File: src/rtl/tcam_pkg.sv
package tcam_pkg;

  localparam int unsigned MAX_KEY_W     = 64;
  localparam int unsigned DEF_KEY_W     = 16;
  localparam int unsigned DEF_RES_W     = 8;
  localparam int unsigned DEF_DEPTH     = 16;
  localparam int unsigned DEF_ROWS      = 2;
  localparam int unsigned DEF_UNITS     = 2;
  localparam int unsigned DEF_STAGES    = 2;

  // ternary compare on zero-extended operands
  function automatic logic ternary_hit(
    input logic                 live,
    input logic [MAX_KEY_W-1:0] key,
    input logic [MAX_KEY_W-1:0] val,
    input logic [MAX_KEY_W-1:0] care
  );
    return live && (((key ^ val) & care) == '0);
  endfunction

endpackage

File: src/rtl/tcam_unit.sv
module tcam_unit
  import tcam_pkg::*;
#(
  parameter int unsigned KEY_W  = DEF_KEY_W,
  parameter int unsigned EPU    = 4,
  parameter int unsigned ROW_W  = 8,
  parameter int unsigned OFFSET = 0,
  parameter int unsigned STAGES = DEF_STAGES
) (
  input  logic                      clk,
  input  logic                      rst_n,
  input  logic [KEY_W-1:0]          key_i,
  input  logic [ROW_W-1:0]          vec_i,
  input  logic [EPU-1:0]            live_i,
  input  logic [EPU-1:0][KEY_W-1:0] val_i,
  input  logic [EPU-1:0][KEY_W-1:0] care_i,
  output logic [ROW_W-1:0]          vec_o
);

  localparam int unsigned XW = MAX_KEY_W;

  logic [EPU-1:0]   hits;
  logic [ROW_W-1:0] merged;
  logic [ROW_W-1:0] st [STAGES];

  always_comb begin
    for (int e = 0; e < int'(EPU); e++) begin
      hits[e] = ternary_hit(live_i[e], XW'(key_i), XW'(val_i[e]), XW'(care_i[e]));
    end
  end

  // own slice joins the partial vector handed down the row
  assign merged = vec_i | (ROW_W'(hits) << OFFSET);

  always_ff @(posedge clk or negedge rst_n) begin
    if (!rst_n) begin
      for (int s = 0; s < int'(STAGES); s++) st[s] <= '0;
    end else begin
      st[0] <= merged;
      for (int s = 1; s < int'(STAGES); s++) st[s] <= st[s-1];
    end
  end

  assign vec_o = st[STAGES-1];

endmodule

File: src/rtl/tcam_resolve.sv
module tcam_resolve
  import tcam_pkg::*;
#(
  parameter int unsigned DEPTH = DEF_DEPTH,
  parameter int unsigned RES_W = DEF_RES_W,
  localparam int unsigned IDX_W = $clog2(DEPTH)
) (
  input  logic                      clk,
  input  logic                      rst_n,
  input  logic                      vld_i,
  input  logic [DEPTH-1:0]          hits_i,
  input  logic [DEPTH-1:0][RES_W-1:0] res_i,
  output logic                      out_valid,
  output logic                      out_hit,
  output logic [RES_W-1:0]          out_result
);

  logic             f_hit;
  logic [IDX_W-1:0] f_idx;
  logic             pe_vld, pe_hit;
  logic [IDX_W-1:0] pe_idx;

  // lowest index wins: scan downward, last assignment stands
  always_comb begin
    f_hit = 1'b0;
    f_idx = '0;
    for (int i = int'(DEPTH) - 1; i >= 0; i--) begin
      if (hits_i[i]) begin
        f_hit = 1'b1;
        f_idx = IDX_W'(i);
      end
    end
  end

  always_ff @(posedge clk or negedge rst_n) begin
    if (!rst_n) begin
      pe_vld <= 1'b0;
      pe_hit <= 1'b0;
      pe_idx <= '0;
    end else begin
      pe_vld <= vld_i;
      pe_hit <= vld_i && f_hit;
      pe_idx <= f_idx;
    end
  end

  always_ff @(posedge clk or negedge rst_n) begin
    if (!rst_n) begin
      out_valid  <= 1'b0;
      out_hit    <= 1'b0;
      out_result <= '0;
    end else begin
      out_valid  <= pe_vld;
      out_hit    <= pe_vld && pe_hit;
      out_result <= (pe_vld && pe_hit) ? res_i[pe_idx] : '0;
    end
  end

endmodule

File: src/rtl/tcam_lookup.sv
module tcam_lookup
  import tcam_pkg::*;
#(
  parameter int unsigned KEY_W  = DEF_KEY_W,
  parameter int unsigned RES_W  = DEF_RES_W,
  parameter int unsigned DEPTH  = DEF_DEPTH,
  parameter int unsigned ROWS   = DEF_ROWS,
  parameter int unsigned UNITS  = DEF_UNITS,
  parameter int unsigned STAGES = DEF_STAGES,
  localparam int unsigned IDX_W = $clog2(DEPTH)
) (
  input  logic             clk,
  input  logic             rst_n,
  input  logic             in_valid,
  output logic             in_ready,
  input  logic [KEY_W-1:0] in_key,
  input  logic             wr_en,
  input  logic [IDX_W-1:0] wr_addr,
  input  logic             wr_live,
  input  logic [KEY_W-1:0] wr_value,
  input  logic [KEY_W-1:0] wr_care,
  input  logic [RES_W-1:0] wr_result,
  output logic             out_valid,
  output logic             out_hit,
  output logic [RES_W-1:0] out_result
);

  localparam int unsigned EPU   = DEPTH / (ROWS * UNITS);
  localparam int unsigned ROW_W = UNITS * EPU;
  localparam int unsigned LH    = UNITS * STAGES;
  localparam int unsigned KPN   = (UNITS > 1) ? (UNITS - 1) * STAGES : 1;

  // entry storage
  logic [DEPTH-1:0]            ent_live;
  logic [DEPTH-1:0][KEY_W-1:0] ent_val;
  logic [DEPTH-1:0][KEY_W-1:0] ent_care;
  logic [DEPTH-1:0][RES_W-1:0] ent_res;

  always_ff @(posedge clk or negedge rst_n) begin
    if (!rst_n) begin
      ent_live <= '0;
      ent_val  <= '0;
      ent_care <= '0;
      ent_res  <= '0;
    end else if (wr_en) begin
      ent_live[wr_addr] <= wr_live;
      ent_val[wr_addr]  <= wr_value;
      ent_care[wr_addr] <= wr_care;
      ent_res[wr_addr]  <= wr_result;
    end
  end

  // intake: a write cycle holds the key back
  logic accept;
  assign in_ready = !wr_en;
  assign accept   = in_valid && in_ready;

  // shared key and valid delay lines
  logic [KEY_W-1:0] key_sr [KPN];
  logic [LH-1:0]    vld_sr;

  always_ff @(posedge clk) begin
    for (int j = 0; j < int'(KPN); j++) begin
      key_sr[j] <= (j == 0) ? in_key : key_sr[j-1];
    end
  end

  always_ff @(posedge clk or negedge rst_n) begin
    if (!rst_n) vld_sr <= '0;
    else        vld_sr <= (vld_sr << 1) | LH'(accept);
  end

  // rows of cascaded units
  logic [ROW_W-1:0] row_hits [ROWS];
  logic [DEPTH-1:0] all_hits;

  for (genvar r = 0; r < int'(ROWS); r++) begin : g_row
    logic [ROW_W-1:0] cv [UNITS+1];
    assign cv[0] = '0;

    for (genvar u = 0; u < int'(UNITS); u++) begin : g_unit
      localparam int unsigned BASE = r * ROW_W + u * EPU;
      logic [KEY_W-1:0] ukey;

      if (u == 0) begin : g_k0
        assign ukey = in_key;
      end else begin : g_kn
        assign ukey = key_sr[u*STAGES-1];
      end

      tcam_unit #(
        .KEY_W (KEY_W),
        .EPU   (EPU),
        .ROW_W (ROW_W),
        .OFFSET(u * EPU),
        .STAGES(STAGES)
      ) u_unit (
        .clk   (clk),
        .rst_n (rst_n),
        .key_i (ukey),
        .vec_i (cv[u]),
        .live_i(ent_live[BASE +: EPU]),
        .val_i (ent_val[BASE +: EPU]),
        .care_i(ent_care[BASE +: EPU]),
        .vec_o (cv[u+1])
      );
    end

    assign row_hits[r] = cv[UNITS];
  end

  always_comb begin
    for (int r = 0; r < int'(ROWS); r++) begin
      all_hits[r*ROW_W +: ROW_W] = row_hits[r];
    end
  end

  tcam_resolve #(
    .DEPTH(DEPTH),
    .RES_W(RES_W)
  ) u_resolve (
    .clk       (clk),
    .rst_n     (rst_n),
    .vld_i     (vld_sr[LH-1]),
    .hits_i    (all_hits),
    .res_i     (ent_res),
    .out_valid (out_valid),
    .out_hit   (out_hit),
    .out_result(out_result)
  );

endmodule

File: config.mk
export PLATFORM = sky130hd
export DESIGN_NAME = tcam_lookup
export DESIGN_NICKNAME = d
export VERILOG_FILES = /design/src/rtl/tcam_pkg.sv /design/src/rtl/tcam_unit.sv /design/src/rtl/tcam_resolve.sv /design/src/rtl/tcam_lookup.sv
export SDC_FILE = /design/constraint.sdc
export NUM_CORES = 1
export LEC_CHECK = 0
export ABC_AREA = 1
export BUFFER_PORTS_ARGS = -buffer_cell sky130_fd_sc_hd__buf_2
export CAP_MARGIN = 20
export CORE_MARGIN = 4
export CORE_UTILIZATION = 60
export CTS_BUF_LIST = sky130_fd_sc_hd__clkbuf_16
export DETAILED_ROUTE_END_ITERATION = 6
export GPL_TIMING_DRIVEN = 1
export HOLD_SLACK_MARGIN = 0.02
export PLACE_DENSITY = 0.77
export SETUP_SLACK_MARGIN = 0.15
export SYNTH_ARGS = -nofsm -noshare
export SYNTH_HDL_FRONTEND = slang
export SYNTH_SLANG_ARGS = --single-unit
File: constraint.sdc
create_clock -name clk -period 4.23 [get_ports clk]
set_input_delay 0.846 -clock clk [delete_from_list [all_inputs] [get_ports clk]]
set_output_delay 0.846 -clock clk [all_outputs]
set_load 0.02 [all_outputs]
==> results of run 1 <==
layer usage:
| layer | GRT usage [%] | up-vias |
|---|---|---|
| met2 | 46.88 | 1004 |
| met4 | 11.18 | 10 |
| met1 | 38.05 | 12050 |
| met5 | 0 | - |
| met3 | 6.220 | 246 |
| li1 | - | 11600 |
sequential cells by signal, indices dropped and copies added, names as in the netlist, 4 cells and up:
signal                     count
ent_care                     256
ent_live                      16
ent_res                      128
ent_val                      256
g_row.g_unit.u_unit.st        24
g_row.g_unit.u_unit.vec_o     24
key_sr                        32
u_resolve.out_result           8
u_resolve.pe_idx               4
vld_sr                         4
per-stage QoR:
| stage | hold slack, ns | cell area, um^2 | setup WS (ns) | cells |
|---|---|---|---|---|
| after floorplan | 0.3096 | 31310 | 2.212 | 3534 |
| after global placement | 0.3118 | 32030 | 1.475 | 4104 |
| after detailed placement | 0.3121 | 32030 | 1.348 | 4104 |
| after CTS | 0.3171 | 34450 | 1.901 | 4246 |
| after global routing | 0.3253 | 34450 | 1.771 | 4248 |
| final | 0.2954 | 34460 | 1.897 | 4251 |
synth_stat cells (all sizes together) (15+ instances only):
master	count	share of area, %
dfrtp	724	58
nand2	711	8.5
o21ai	710	11
a21oi	368	5.9
nor2	285	3.5
inv	248	3.0
clkbuf	148	1.8
nand3	85	1.4
buf	74	1.2
dfxtp	32	2.0
or2	29	0.58
nor4	15	0.30
worst paths after layout:
path                                          startpoint                                end  slack [ns]  cells past startpoint
setup reg to reg           u_resolve.pe_idx[0]$_DFF_PN0_  u_resolve.out_result[3]$_DFF_PN0_        1.90                      6
hold reg to reg                    key_sr[0][11]$_DFF_P_              key_sr[0][27]$_DFF_P_        0.32                      0
max in group asynchronous                          rst_n            ent_res[70]$_DFFE_PN0P_        2.92                      2
hold / removal                                     rst_n             ent_res[3]$_DFFE_PN0P_        0.30                      1
min in group clk                   key_sr[0][11]$_DFF_P_              key_sr[0][27]$_DFF_P_        0.32                      0
setup / recovery           u_resolve.pe_idx[0]$_DFF_PN0_  u_resolve.out_result[3]$_DFF_PN0_        1.90                      6
report_power, final:
group	internal [mW]	total (mW)	switching, mW
registers	8.68	9.50	0.821
logic	1.26	3.43	2.17
clock network	3.70	6.48	2.78
cells in the final DEF, fill, tap and decap left out, drive strengths merged, types with 6 or more instances in the layout:
| cell | instances |
|---|---|
| nand4 | 10 |
| inv | 269 |
| nor3 | 10 |
| xor2 | 13 |
| o21a | 13 |
| or2 | 29 |
| dfxtp | 32 |
| buf | 112 |
| nor4 | 15 |
| a31oi | 6 |
| clkinv | 36 |
| clkbuf | 82 |
| o22ai | 11 |
| nand3 | 85 |
| o2111ai | 9 |
| nand2 | 711 |
| dfrtp | 724 |
| a21oi | 368 |
| o21ai | 710 |
| nor2 | 285 |
worst max-delay path: cells and delay by family, from the launching register on:
| kind | cells | cell delay [ns] |
|---|---|---|
| buf+inv | 2 | 1.10 |
| compound gates | 4 | 0.71 |
| flops | 1 | 0.36 |
cell families after synthesis:
family,share of synthesized area (%)
compound gates,18.88
simple gates,14.81
flops,59.91
buf+inv,5.974
xor+xnor,0.4196
area by class of cell:
class	instances	share of cell area [%]
clock buffer	81	5.882
antenna	4	0.02905
clock inverter	61	1.133
sequential	756	54.44
inverter	250	2.723
tap	680	2.469
multi-input combinational	2306	31.10
timing repair buffer	113	2.229
==> reports/qor.yml, run 1 <==
critical_path:
  slowest_delay_ns: 0.60
  slowest_stage: "clkinv_1"
  start_kind: "register"
  path_cells: "clkinv_1 > buf_4 > o21ai_0 > o22ai_1 > o211ai_1 > a21oi_1"
  worstSetupPathType: "reg -> reg"
  arrival_ns: 2.79
  worstPathRequired_ns: 4.68
  end_kind: "register"
  cp_max_fo: 28
floorplan:
  die-area_mm2: 0.05590
  core_mm2: 0.05151
  start_util_pct: 60.79
  dieHeight_um: 236.4
  ios: 76
  die_w_um: 236.4
  rows: 83
route:
  top_layer: "met5"
  drc: 0
  totalWireLength_um: 79990
  avgRoutedWirePerCell_um: 18.82
  route.met3.wl_um: 6629
  met2_length_um: 38150
  ant_nets: 0
  drtIter0Drc: 2632
  dr.pass1.iters: 6
  vias: 24910
  wl_met1_um: 31980
  via_per_inst: 5.859
finish:
  fillers: 4026
  final_layout_size_suffix_gt1_share_pct: 7.373
  syn2layout_area_growth_pct: 10.06
  seq_area_mm2: 0.01876
  finalCoreUtilization_pct: 66.90
  finalNetCount: 3569
  multi_input_area_mm2: 0.01072
global_routing:
  grt.total_usage_pct: 28.71
  grt_first_pass_wirelength_um: 128600
  grt_max_degree: 97
  grt_pass1_vias: 24190
  antenna_found_initial: 10
  overflow: 0
sta:
  skew_ns: 0.02010
  max_clock_freq_mhz: 428.6
  tightest_slew_ns: 0.9981
  slew_violations: 0
  setup_viol: 0
  slew_headroom_pct: 33.23
  fin_crit_sh_pct: 55.15
  fin_setup_tns_ns: 0
  rsz0062_at_grt: "false"
  layout_min_cycle_time_ns: 2.333
  final_hold_viol_count: 0
cts:
  clock-sinks: 756
  ctsResizeCount: 0
  htreeDepth: 3
  insertion_delay_ns: 0.62
  ctsLongestPathBuffers: 3
  cts_tree: "built"
  cts_hold_buf: 0
  ctsRootBufferMaster: "clkbuf_16"
  cts_setup_buffers: 0
  numCtsBuffers: 77
  clk_pin_slew_worst_paths_ns: 0.06
yosys:
  ys_ff_latch: 756
  avgSynthCellArea_um2: 8.860
  ys_async_sr_fraction_pct: 95.77
  yosysWarnings: 0
  ys.flop_type: "dfrtp_1"
  synth_edf_count: 0
  ys_seq_area_share_pct: 59.91
  synth.distinct_cells: 40
  synthesis.nets: 3599
  syn_area_mm2: 0.03131
  postSynthCellCount: 3534
power:
  leakagePower_nw: 15.94
  powerDensity_mw_per_mm2: 563.3
  design_power_total_mw: 19.41
  peakVddDrop_v: 0.0004195
place:
  dpl.hpwl_um: 51840
  portBuffers: 75
  routabilityCongestion: 0.9084
status:
  status: "completed"
job:
  maxCapViolCount: 0
hold_path:
  min_path_type: "in -> async"
Power figures use the tool's default switching activity.
==> run 2, diff against run 1 <==
--- a/config.mk
+++ b/config.mk
@@ -5,7 +5,7 @@
 export SDC_FILE = /design/constraint.sdc
 export NUM_CORES = 1
 export LEC_CHECK = 0
-export ABC_AREA = 1
+export ABC_AREA = 0
 export BUFFER_PORTS_ARGS = -buffer_cell sky130_fd_sc_hd__buf_2
 export CAP_MARGIN = 20
 export CORE_MARGIN = 4
==> constraint.sdc (replaced) <==
create_clock -name clk -period 2.27 [get_ports clk]
set_input_delay 0.454 -clock clk [delete_from_list [all_inputs] [get_ports clk]]
set_output_delay 0.454 -clock clk [all_outputs]
set_load 0.02 [all_outputs]
==> run 2 against run 1 <==
Effect of this change:
- non-clock buffer count rose by 47
- critical endpoint is now g_row[0].g_unit[1].u_unit.st[15]$_DFF_PN0_
- area after synthesis rose by 1.5%
- largest power group unchanged
- largest cell class unchanged
- utilization rose by 1.5 points
==> reports/qor.yml, run 2 <==
sta:
  fin_setup_tns_ns: 0
  rsz0062_at_grt: "false"
  skew_ns: 0.02070
  slew_headroom_pct: 57.76
  max_clock_freq_mhz: 540.9
  setup_viol: 0
  fin_crit_sh_pct: 81.44
  hold_ws_ns: 0.06981
  slew_violations: 0
  layout_min_cycle_time_ns: 1.849
  setup_slack_ns: 0.4213
  final_hold_viol_count: 0
  tightest_slew_ns: 0.6278
status:
  status: "completed"
global_routing:
  grt_max_degree: 82
  grt_pass1_vias: 19100
  grt_first_pass_wirelength_um: 115000
  overflow: 0
  grt.total_usage_pct: 26.49
  antenna_found_initial: 15
yosys:
  synth_compound_area_share_pct: 3.650
  ys_async_sr_fraction_pct: 95.77
  synth_edf_count: 0
  synth.distinct_cells: 44
  yosys.area.top_type: "dfrtp_1"
  synthAdderAreaFrac_pct: 0
  synthXorXnorAreaFrac_pct: 7.056
  synthesis.nets: 2191
  ys.flop_type: "dfrtp_1"
  yosysWarnings: 0
  yosysMostFrequentCell: "dfrtp_1"
  yosys-top-cells-count: "dfrtp_1, mux2_2, xor2_1, clkbuf_1, buf_2"
  ys_top_cells_by_area: "dfrtp_1, mux2_2, xor2_1, dfxtp_1, mux4_2"
  syn_area_mm2: 0.03178
  synth_top_family_by_area: "multiplexers"
  synthMuxAreaShare_pct: 26.08
  synthSimpleGateAreaFrac_pct: 1.949
  ys_seq_area_share_pct: 59.03
  synth_top_area_share_pct: 57.02
  avgSynthCellArea_um2: 14.95
  ys_ff_latch: 756
  postSynthCellCount: 2126
floorplan:
  die-area_mm2: 0.05671
  core_mm2: 0.05245
  die_w_um: 238.1
  ios: 76
  rows: 84
  dieHeight_um: 238.1
  start_util_pct: 60.59
route:
  ant_nets: 0
  drtIter0Drc: 1127
  drc: 0
  top_layer: "met5"
  via_per_inst: 6.008
  met2_length_um: 36590
  avgRoutedWirePerCell_um: 25.01
  route.met3.wl_um: 2966
  totalWireLength_um: 74180
  wl_met1_um: 32050
  dr.pass1.iters: 5
  vias: 17820
critical_path:
  cp_max_fo: 5
  end_kind: "register"
  start_kind: "register"
  worstSetupPathType: "reg -> reg"
  worstPathRequired_ns: 2.80
  arrival_ns: 2.38
finish:
  reg_top3: "ent_care x256, ent_val x256, ent_res x128"
  final_layout_size_suffix_gt1_share_pct: 41.64
  stdcell_area_mm2: 0.03587
  fillers: 3449
  layout_commonest_cell: "dfrtp_1"
  finalCoreUtilization_pct: 68.39
  syn2layout_area_growth_pct: 12.88
  layout_common_cells: "dfrtp_1, mux2_2, xor2_1, clkbuf_16, buf_2"
  finalNetCount: 2276
cts:
  numCtsBuffers: 76
  insertion_delay_ns: 0.61
  ctsLongestPathBuffers: 3
  clk_pin_slew_worst_paths_ns: 0.06
  ctsRootBufferMaster: "clkbuf_16"
  cts_tree: "built"
  clock-sinks: 756
  htreeDepth: 3
place:
  routabilityCongestion: 0.8216
  dpl_worst_slack_ns: 0.2868
  dpl.hpwl_um: 47190
  post_dp_cell_area_mm2: 0.03341
  portBuffers: 75
power:
  p_sw_mw: 9.827
  comb_power_share_pct: 18.5
  power_frac_clock_pct: 32.9
  swShare_pct: 26.48
  powerDensity_mw_per_mm2: 1035
  peakVddDrop_v: 0.0007168
  p_seq_share_pct: 48.6
  internal_power_mw: 27.28
  leakagePower_nw: 16.26
job:
  maxCapViolCount: 0
hold_path:
  min_path_type: "in -> reg"
==> run 2: changes by cell type after synthesis, moves of 22 or more <==
cell	previous run	this run
or2_2	29	0
o21ai_0	705	5
a22oi_1	0	56
mux2_4	0	40
mux2_2	0	599
mux4_2	0	28
nor2_1	280	27
clkbuf_1	148	76
inv_1	246	4
xor2_1	13	256
nand2_1	711	25
nand3_1	84	2
a22o_1	0	22
a21oi_1	368	5
==> run 2: worst paths after layout <==
kind	start	endpoint	slack [ns]	depth (start not counted)
setup reg to reg	key_sr[0][29]$_DFF_P_	g_row[0].g_unit[1].u_unit.st[15]$_DFF_PN0_	0.42	5
max in group asynchronous	rst_n	ent_care[162]$_DFFE_PN0P_	0.98	3
hold reg to reg	key_sr[0][10]$_DFF_P_	key_sr[0][26]$_DFF_P_	0.32	0
hold / removal	in_valid	vld_sr[0]$_DFF_PN0_	0.07	2
setup / recovery	key_sr[0][29]$_DFF_P_	g_row[0].g_unit[1].u_unit.st[15]$_DFF_PN0_	0.42	5
min in group asynchronous	rst_n	ent_res[123]$_DFFE_PN0P_	0.43	2
==> run 2: cell families after synthesis <==
logic type / Yosys count
AND/OR/NAND/NOR: 115
AO/OA/AOI/OAI: 145
flip-flops: 756
multiplexers: 696
buffers and inverters: 158
XOR/XNOR: 256
==> run 2: power groups by stage <==
stage	sequential (mW)	combinational, mW	clock [mW]
4_1_cts	18.0	6.91	12.4
6_report	18.0	6.87	12.2
3_3_place_gp	18.0	6.57	0
2_1_floorplan	17.7	4.85	0
3_5_place_dp	18.2	6.85	0
5_1_grt	18.4	7.45	13.0
==> run 2: metal layers <==
metal	GRT usage, %	vias up
met1	36.42	9505
li1	-	7793
met2	43.39	375
met3	4.508	144
met4	9.358	4
met5	0	-
==> run 2: timing repair <==
item | in CTS | in global routing
hold buffers | 1 | 0
endpoints found under the hold margin | 27 | 0
buffers inserted | 0 | 0
resized for setup | 0 | 0
==> run 2: critical path: stages (launching register included) <==
cell and delay, ns:
dfxtp_1 0.44, buf_4 0.21, xor2_1 0.09, a22o_1 0.27, a221oi_1 0.48, and4b_1 0.29
==> run 2: layout make-up <==
type / count / area [um^2] / area share [%]
multi-input combinational: 1212 / 12390 / 34.55
clock buffer: 81 / 2027 / 5.651
tap: 688 / 860.8 / 2.400
inverter: 5 / 18.77 / 0.05232
timing repair buffer: 160 / 1389 / 3.872
clock inverter: 58 / 405.4 / 1.130
sequential: 756 / 18760 / 52.30
antenna: 6 / 15.01 / 0.04186
==> run 2: per-stage QoR <==
stage                     std cells  total power [mW]
after floorplan                2126             22.56
after global placement         2820             24.61
after detailed placement       2820             25.10
after CTS                      2960             37.34
after global routing           2966             38.79
final                          2966             37.11
